===== src/rtl/lsu_lane_pkg.sv =====
package lsu_lane_pkg;

    typedef enum logic [1:0] {
        SZ_BYTE = 2'b00,
        SZ_HALF = 2'b01,
        SZ_WORD = 2'b10,
        SZ_RSVD = 2'b11
    } acc_size_e;

    typedef enum logic [1:0] {
        ST_IDLE  = 2'd0,
        ST_ISSUE = 2'd1,
        ST_WAIT  = 2'd2,
        ST_RESP  = 2'd3
    } lsu_state_e;

    typedef struct packed {
        logic      store;
        acc_size_e size;
        logic      uns;
    } acc_ctl_t;

endpackage


===== src/rtl/lsu_align_check.sv =====
module lsu_align_check
    import lsu_lane_pkg::*;
#(
    parameter int OFF_W = 2
) (
    input  acc_size_e        size,
    input  logic [OFF_W-1:0] off,
    output logic             misaligned
);
    always_comb begin
        unique case (size)
            SZ_BYTE: misaligned = 1'b0;
            SZ_HALF: misaligned = off[0];
            SZ_WORD: misaligned = (off != '0);
            default: misaligned = 1'b1;
        endcase
    end
endmodule


===== src/rtl/lsu_store_pack.sv =====
module lsu_store_pack
    import lsu_lane_pkg::*;
#(
    parameter int DATA_W = 32,
    localparam int NLANE = DATA_W / 8,
    localparam int OFF_W = $clog2(NLANE)
) (
    input  acc_size_e         size,
    input  logic [OFF_W-1:0]  off,
    input  logic [DATA_W-1:0] src,
    output logic [DATA_W-1:0] lane_data,
    output logic [NLANE-1:0]  lane_be
);
    for (genvar j = 0; j < NLANE; j++) begin : g_lane
        localparam int O = NLANE - 1 - j;
        logic [7:0] half_part;
        if ((O % 2) == 0) begin : g_hi
            assign half_part = src[15:8];
        end else begin : g_lo
            assign half_part = src[7:0];
        end

        always_comb begin
            unique case (size)
                SZ_BYTE: begin
                    lane_data[8*j +: 8] = src[7:0];
                    lane_be[j]          = (off == OFF_W'(O));
                end
                SZ_HALF: begin
                    lane_data[8*j +: 8] = half_part;
                    lane_be[j]          = ((off >> 1) == OFF_W'(O / 2));
                end
                SZ_WORD: begin
                    lane_data[8*j +: 8] = src[8*j +: 8];
                    lane_be[j]          = 1'b1;
                end
                default: begin
                    lane_data[8*j +: 8] = 8'h00;
                    lane_be[j]          = 1'b0;
                end
            endcase
        end
    end
endmodule


===== src/rtl/lsu_load_extract.sv =====
module lsu_load_extract
    import lsu_lane_pkg::*;
#(
    parameter int DATA_W = 32,
    localparam int NLANE = DATA_W / 8,
    localparam int OFF_W = $clog2(NLANE)
) (
    input  acc_size_e         size,
    input  logic              uns,
    input  logic [OFF_W-1:0]  off,
    input  logic [DATA_W-1:0] word,
    output logic [DATA_W-1:0] result
);
    logic [7:0]  lane_b [NLANE];
    logic [7:0]  pick_b;
    logic [15:0] pick_h;
    logic [OFF_W-1:0] hi_off;
    logic [OFF_W-1:0] lo_off;

    for (genvar o = 0; o < NLANE; o++) begin : g_split
        assign lane_b[o] = word[DATA_W-1-8*o -: 8];
    end

    assign hi_off = {off[OFF_W-1:1], 1'b0};
    assign lo_off = {off[OFF_W-1:1], 1'b1};
    assign pick_b = lane_b[off];
    assign pick_h = {lane_b[hi_off], lane_b[lo_off]};

    always_comb begin
        unique case (size)
            SZ_BYTE: result = {{(DATA_W-8){pick_b[7] & ~uns}}, pick_b};
            SZ_HALF: result = {{(DATA_W-16){pick_h[15]}}, pick_h};
            SZ_WORD: result = word;
            default: result = '0;
        endcase
    end
endmodule


===== src/rtl/lsu_lane_aligner.sv =====
module lsu_lane_aligner
    import lsu_lane_pkg::*;
#(
    parameter int ADDR_W = 32,
    parameter int DATA_W = 32
) (
    input  logic                  clk,
    input  logic                  rst_n,
    input  logic                  req_valid,
    output logic                  req_ready,
    input  logic                  req_store,
    input  logic [1:0]            req_size,
    input  logic                  req_unsigned,
    input  logic [ADDR_W-1:0]     req_addr,
    input  logic [DATA_W-1:0]     req_wdata,
    output logic                  mem_req,
    output logic                  mem_we,
    output logic [ADDR_W-1:0]     mem_addr,
    output logic [DATA_W/8-1:0]   mem_be,
    output logic [DATA_W-1:0]     mem_wdata,
    input  logic                  mem_rvalid,
    input  logic [DATA_W-1:0]     mem_rdata,
    output logic                  resp_valid,
    output logic [DATA_W-1:0]     resp_rdata,
    output logic                  resp_misalign
);
    localparam int NLANE = DATA_W / 8;
    localparam int OFF_W = $clog2(NLANE);

    lsu_state_e        state_q, state_d;
    acc_ctl_t          ctl_q;
    logic [ADDR_W-1:0] addr_q;
    logic [DATA_W-1:0] wdata_q;
    logic [DATA_W-1:0] rdata_q;
    logic              mis_q;

    logic              accept;
    logic              mis_now;
    logic [OFF_W-1:0]  off_q;
    logic [DATA_W-1:0] packed_data;
    logic [NLANE-1:0]  packed_be;
    logic [DATA_W-1:0] extracted;

    assign off_q  = addr_q[OFF_W-1:0];
    assign accept = req_valid && (state_q == ST_IDLE);

    lsu_align_check #(.OFF_W(OFF_W)) u_align (
        .size       (acc_size_e'(req_size)),
        .off        (req_addr[OFF_W-1:0]),
        .misaligned (mis_now)
    );

    lsu_store_pack #(.DATA_W(DATA_W)) u_pack (
        .size      (ctl_q.size),
        .off       (off_q),
        .src       (wdata_q),
        .lane_data (packed_data),
        .lane_be   (packed_be)
    );

    lsu_load_extract #(.DATA_W(DATA_W)) u_extract (
        .size   (ctl_q.size),
        .uns    (ctl_q.uns),
        .off    (off_q),
        .word   (mem_rdata),
        .result (extracted)
    );

    // next-state logic
    always_comb begin
        state_d = state_q;
        unique case (state_q)
            ST_IDLE:  if (accept) state_d = ST_ISSUE;
            ST_ISSUE: state_d = (mis_q || ctl_q.store) ? ST_RESP : ST_WAIT;
            ST_WAIT:  if (mem_rvalid) state_d = ST_RESP;
            ST_RESP:  state_d = ST_IDLE;
            default:  state_d = ST_IDLE;
        endcase
    end

    // state register
    always_ff @(posedge clk) begin
        if (!rst_n) state_q <= ST_IDLE;
        else        state_q <= state_d;
    end

    // request capture and load result register
    always_ff @(posedge clk) begin
        if (!rst_n) begin
            ctl_q   <= '0;
            addr_q  <= '0;
            wdata_q <= '0;
            rdata_q <= '0;
            mis_q   <= 1'b0;
        end else begin
            if (accept) begin
                ctl_q.store <= req_store;
                ctl_q.size  <= acc_size_e'(req_size);
                ctl_q.uns   <= req_unsigned;
                addr_q      <= req_addr;
                wdata_q     <= req_wdata;
                mis_q       <= mis_now;
                rdata_q     <= '0;
            end
            if (state_q == ST_WAIT && mem_rvalid) rdata_q <= extracted;
        end
    end

    // outputs
    always_comb begin
        req_ready     = 1'b0;
        mem_req       = 1'b0;
        mem_we        = 1'b0;
        mem_be        = '0;
        mem_wdata     = '0;
        resp_valid    = 1'b0;
        resp_rdata    = '0;
        resp_misalign = 1'b0;
        unique case (state_q)
            ST_IDLE: req_ready = 1'b1;
            ST_ISSUE: begin
                mem_req = !mis_q;
                mem_we  = !mis_q && ctl_q.store;
                if (!mis_q && ctl_q.store) begin
                    mem_be    = packed_be;
                    mem_wdata = packed_data;
                end
            end
            ST_WAIT: ;
            ST_RESP: begin
                resp_valid    = 1'b1;
                resp_rdata    = rdata_q;
                resp_misalign = mis_q;
            end
            default: ;
        endcase
    end

    assign mem_addr = {addr_q[ADDR_W-1:OFF_W], {OFF_W{1'b0}}};

endmodule


===== config.mk =====
export PLATFORM = sky130hd
export DESIGN_NAME = lsu_lane_aligner
export DESIGN_NICKNAME = d
export VERILOG_FILES = /design/src/rtl/lsu_lane_pkg.sv /design/src/rtl/lsu_align_check.sv /design/src/rtl/lsu_store_pack.sv /design/src/rtl/lsu_load_extract.sv /design/src/rtl/lsu_lane_aligner.sv
export SDC_FILE = /design/constraint.sdc
export NUM_CORES = 1
export LEC_CHECK = 0
export ABC_CLOCK_PERIOD_IN_PS = 2050
export BUFFER_PORTS_ARGS = -buffer_cell sky130_fd_sc_hd__buf_2
export CAP_MARGIN = 10
export CORE_ASPECT_RATIO = 0.5
export CORE_MARGIN = 2
export CORE_UTILIZATION = 38
export DETAILED_ROUTE_END_ITERATION = 10
export PLACE_DENSITY_LB_ADDON = 0.05
export SLEW_MARGIN = 20
export SYNTH_ARGS = -nofsm -noshare
export SYNTH_HDL_FRONTEND = slang
export SYNTH_HIERARCHICAL = 1
export SYNTH_SLANG_ARGS = --single-unit

===== constraint.sdc =====
create_clock -name clk -period 2.05 [get_ports clk]
set_clock_uncertainty 0.1 [all_clocks]
set_input_delay 0.1025 -clock clk [delete_from_list [all_inputs] [get_ports clk]]
set_output_delay 0.1025 -clock clk [all_outputs]
set_load 0.05 [all_outputs]

==> results of run 1 <==
routing by layer:
layer | wire, µm | share of wire, %
met5 | 0 | 0
met4 | 165 | 0.92
met3 | 1229 | 6.8
met2 | 8178 | 45
met1 | 8448 | 47
kinds of logic (layout without fill, tap and decap cells):
| family | after synthesis | count (layout) | share of synthesized area, % |
|---|---|---|---|
| flip-flops | 103 | 103 | 36.48 |
| AO/OA/AOI/OAI | 199 | 199 | 22.12 |
| AND/OR/NAND/NOR | 323 | 323 | 26.32 |
| buffers and inverters | 110 | 331 | 10.94 |
| multiplexers | 9 | 9 | 1.860 |
| adder cells (fa/ha/maj) | 10 | 10 | 2.214 |
| other | 1 | 2 | 0.06635 |
synthesized netlist by cell type (2+ instances only):
library cell	n
nand2b_1	8
a32oi_1	3
buf_2	24
nor3_1	4
nor2_1	55
clkbuf_2	2
o21bai_1	2
a221o_1	4
a22oi_1	49
a211oi_1	5
and3_1	36
mux2_2	8
clkbuf_1	24
a21oi_1	90
buf_6	4
dfxtp_1	103
buf_1	8
nor2b_1	13
nand2_1	164
o21ai_1	7
o21ai_0	24
inv_1	10
buf_4	38
ha_1	10
a222oi_1	8
and2_1	37
worst reg2reg max path: stages (launching register included):
cell and delay [ns]:
dfxtp_1 0.50, mux2_2 0.43, a22oi_4 0.36, o21ai_0 0.18, a22oi_1 0.20, nor2_1 0.05
registers in the layout, summed over array words and instances (netlist names):
signal and cells:
ctl_q 4, state_q 2, rdata_q 32, addr_q 32
mis_q 1, wdata_q 32
final cells by class:
cell class	count	area share [%]
multi-input cells	543	38.40
well taps	198	3.113
clock inverters	7	1.226
clock buffers	9	2.830
flip-flops and latches	103	26.02
inverters	10	0.5503
repair buffers	305	27.86
stage by stage:
step / power, mW / instance area, µm²
after floorplan: 5.206 / 5655
after global placement: 5.959 / 6636
after detailed placement: 5.992 / 6636
after CTS: 8.079 / 7801
after global routing: 8.612 / 7958
final: 8.102 / 7958
power breakdown:
part           switching (mW)  internal [mW]
combinational            2.30           1.34
clock                   0.860          0.992
sequential              0.272           2.34
total                    3.43           4.67
how the worst min path moves through the flow:
stage	startpoint	end	slack (ns)	depth (start not counted)
floorplan	rst_n	state_q[0]	0.13	1
global placement	req_addr[10]	addr_q[10]	0.24	3
detailed placement	req_addr[10]	addr_q[10]	0.25	3
CTS	mem_rdata[26]	rdata_q[26]	0.05	5
global route	mem_rdata[25]	rdata_q[25]	0.08	5
finish	mem_rdata[28]	rdata_q[28]	0.06	5
timing repair:
item | 4_1_cts | 5_1_grt
gates resized for setup | 37 | 51
hold buffers | 69 | 0
endpoints found under the hold margin | 69 | 0
cloned | 2 | 0
buffers inserted | 1 | 2
pin swaps | 6 | 11
endpoints found under the setup margin | 28 | 37
==> flow_metrics.tcl, run 1 <==
set metrics [dict create \
    slew_viol_final 0 \
    yosysWarnings 6 \
    dieWidth_um 176.5 \
    ys_types 41 \
    critPathKind "register to primary output" \
    grtUsageTotal_pct 22.14 \
    yosysTopAreaCell "dfxtp_1" \
    postRouteAntennaNets 0 \
    clk_pin_slew_ns 0.08 \
    cp_top_family "buffers and inverters" \
    synthFlopType "dfxtp_1" \
    layout.nets 1086 \
    fp.dieH_um 90.24 \
    initial_core_util_pct 38.96 \
    cts_buffers 9 \
    dp_hpwl_mm 12.00 \
    antenna_found_initial 0 \
    crit_arrival_ns 1.86 \
    firstDrtPassIters 7 \
    reg2reg_to "rdata_q[22]" \
    layout_common_cells "171 x buf_2, 163 x nand2_1, 100 x dfxtp_1" \
    pre_cts_ws_ns 0.1247 \
    rows 31 \
    critPathRequiredTime_ns 1.85 \
    antennaDiodeCount 0 \
    timing.final.ws_setup_ns -0.01077 \
    status "finished, violations left" \
    rsz0062_at_grt "yes" \
    ir_worst_vdd_mv 0.4658 \
    dieArea_um2 15920 \
    timing.fmax_ghz 0.4853 \
    power.leakage_nw 3.645 \
    drc 0 \
    reg2reg_slack_ns 0.12 \
    slowest_stage "dfxtp_4" \
    start_kind "register" \
    drt-wirelength-per-cell_um 15.34 \
    area_delta_synth_final_pct 40.80 \
    crit_start "ctl_q[1]" \
    viasPerCell 5.045 \
    async_flop_share_pct 0 \
    cp.depth 7 \
    io_buffers 206 \
    cts_tree "done" \
    fin_tns_setup_ns -0.01077 \
    seqCellArea_um2 2071 \
    drtIter0Drc 499 \
    ys_seq_area_share_pct 36.48 \
    grt_max_degree 51 \
    syn_area_per_cell_um2 7.486 \
    wl_mm 18.02 \
    period_needed_ns 2.061 \
    final_cells 1175 \
    use_met3_pct 4.061 \
    maxCapViolations 0 \
    endpoint_kind "primary output" \
    whs_ns 0.06047 \
    finalCritPeriodShare_pct 100.5 \
    vias 5928 \
    power.density_nw_per_um2 1018 \
    drive_above_1_share_pct 29.27 \
    final_common_cell "buf_2" \
    multi_input_area_um2 3055 \
    crit_path_end "mem_be[3]" \
    crit_chain "inv_4 > ha_4 > bufbuf_16 > nand2b_4 > a211oi_2 > and3_1 > buf_6" \
    clockBufferDepth 2 \
    synth-edff-count 0 \
    met2_usage_pct 35.98 \
    synth-seq-cells 103 \
    pin_count 209 \
    r2r_cells 5 \
    rr_startpoint "addr_q[1]" \
    htreeDepth 3 \
    clkLatencyLatePin_ns 0.34 \
    grt_pass1_vias 5538 \
    syn_inst 755 \
    root_buffer "clkbuf_16" \
    crit_fanout 9 \
    yosysTopAreaCellShare_pct 36.48 \
    place_congestion 0.8214 \
    nFillCells 1462 \
    grt_overflow 0 \
    synth_area_leaders "dfxtp_1 36%, nand2_1 11%, a21oi_1 8.0%, a22oi_1 6.5%, buf_4 5.0%" \
    cts_sinks 103 \
    violations "setup timing" \
    grt-busiest-layer "met2" \
    worst-path-buf-inv 3 \
    place_inst 1086 \
    final-hold-violation-count 0 \
    grt_pass1_wl_mm 28.49 \
    synth_area_um2 5652 \
    core_um2 14510 \
    utilization_pct 54.86 \
    gr-usage-met1_pct 30.82 \
    setup_viol 1 \
    hp-class "primary input to register" \
    critPathMaxStageDelay_ns 0.38 \
]
(Power assumes the default switching activity.)
==> inputs of run 2 (changes only) <==
CORE_ASPECT_RATIO = not set   (was 0.5)
CORE_UTILIZATION = 50   (was 38)
==> run 2 against run 1 <==
Critical endpoint is now mem_be[2]. Utilization is 17 points higher. Final cell count is 5.0% lower. Critical path depth decreased by 1. Critical path type unchanged. The run still ends with setup timing left.
==> flow_metrics.tcl, run 2 (synthesis results as in run 1) <==
set metrics [dict create \
    slew_headroom_pct 66.04 \
    postRouteAntennaNets 0 \
    ir_worst_vdd_mv 0.8574 \
    placed_area_um2 6545 \
    slowest_stage "dfxtp_4" \
    slew_viol_final 0 \
    dp_hpwl_mm 11.78 \
    dieArea_um2 12170 \
    layout.nets 1085 \
    layout_common_cells "169 x buf_2, 163 x nand2_1, 100 x dfxtp_1" \
    status "finished, violations left" \
    power.leakage_nw 3.627 \
    drc 0 \
    drt-wirelength-per-cell_um 16.09 \
    timing.fmax_ghz 0.4845 \
    whs_ns 0.04833 \
    critPathMaxStageDelay_ns 0.36 \
    crit_chain "buf_6 > ha_2 > buf_12 > nor3_2 > and3_1 > buf_6" \
    clkLatencyLatePin_ns 0.35 \
    place_congestion 0.9626 \
    hp-class "primary input to register" \
    start_kind "register" \
    htreeDepth 3 \
    setup_viol 1 \
    fp.dieH_um 110.3 \
    final-hold-violation-count 0 \
    viasPerCell 5.457 \
    antenna_found_initial 0 \
    period_needed_ns 2.064 \
    initial_core_util_pct 51.68 \
    worst_slew_pin_slew_ns 0.5067 \
    rows 38 \
    worst-path-buf-inv 3 \
    crit_fanout 28 \
    maxCapViolations 0 \
    wl_mm 17.96 \
    crit_arrival_ns 1.86 \
    critPathKind "register to primary output" \
    cp_top_family "buffers and inverters" \
    area_delta_synth_final_pct 39.36 \
    cts_sinks 103 \
    clk_pin_slew_ns 0.07 \
    cts_tree "done" \
    grt_max_degree 53 \
    rsz0062_at_grt "yes" \
    violations "setup timing" \
    io_buffers 206 \
    power.density_nw_per_um2 1019 \
    critPathRequiredTime_ns 1.85 \
    clockBufferDepth 2 \
    cts_buffers 9 \
    firstDrtPassIters 5 \
    endpoint_kind "primary output" \
    top_regs "addr_q (32), rdata_q (32), wdata_q (32)" \
    final_common_cell "buf_2" \
    vias 6090 \
    antennaDiodeCount 0 \
    grt_overflow 0 \
    dieWidth_um 110.3 \
    final_cell_area_um2 7876 \
    grt_pass1_wl_mm 26.92 \
    root_buffer "clkbuf_16" \
    timing.final.ws_setup_ns -0.01380 \
    cp_common_cell "buf_6" \
    finalCritPeriodShare_pct 100.7 \
    grtUsageTotal_pct 28.52 \
    core_um2 10940 \
    drive_above_1_share_pct 28.79 \
    drtIter0Drc 641 \
    pin_count 209 \
    grt_pass1_vias 5540 \
]
-- run 2: cell types whose count changed in the layout (fill, tap and decap cells not counted), sizes merged --
cell,before,now
buf,224,229
clkbuf,20,17
clkinv,3,1
bufbuf,1,0
-- run 2: where the power goes --
group          total [mW]  switching, mW  internal (mW)
combinational        3.69           2.34           1.35
clock                1.73          0.764          0.963
sequential           2.61          0.268           2.34
total                8.03           3.37           4.66
-- run 2: final cells by class --
cell class,instances,area (µm²)
fill,873,3059
multi-input combinational,543,3042
timing repair buffer,304,2255
sequential,103,2071
clock buffer,11,232.7
tap,140,175.2
clock inverter,5,63.81
inverter,10,37.54
-- run 2: final timing paths --
kind	startpoint	end	slack, ns	depth (start not counted)
max	ctl_q[1]	mem_be[2]	-0.01	6
min	mem_rdata[20]	rdata_q[20]	0.05	5
max reg2reg	ctl_q[2]	rdata_q[1]	0.15	7
min reg2reg	addr_q[10]	addr_q[10]	0.35	2
-- run 2: what timing repair did --
action / in CTS / in global routing
endpoints found under the hold margin: 69 / 0
setup buffers: 2 / 3
cloned: 1 / 1
endpoints found under the setup margin: 36 / 38
pin swaps: 6 / 10
hold buffers: 69 / 0
resized for setup: 37 / 65
-- run 2: per-layer routing --
metal | wire length (µm) | vias up | track usage, % | share of wire (%)
li1 | - | 2958 | - | -
met1 | 7621 | 2809 | 37.51 | 42
met2 | 8519 | 288 | 45.84 | 47
met3 | 1463 | 35 | 7.055 | 8.1
met4 | 352 | 0 | 9.554 | 2.0
met5 | 0 | - | 0 | 0
-- run 2: tightest hold or removal path: stages --
cell     delay [ns]
buf_2          0.09
nand2_1        0.04
o21ai_0        0.07
a22oi_1        0.08
nor2_1         0.08
-- run 2: through the flow --
step                total power [mW]    TNS [ns]  util [%]  std cells  setup slack, ns
floorplan                      5.206           0         -        756         0.001417
global placement               5.841           0     59.85       1024           0.1554
detailed placement             5.936           0     59.85       1024          0.06703
CTS                            7.851  -0.0003323     70.10       1112       -0.0003323
global route                   8.492     -0.5251     72.03       1116         -0.06870
finish                         8.025    -0.01380     72.03       1116         -0.01380
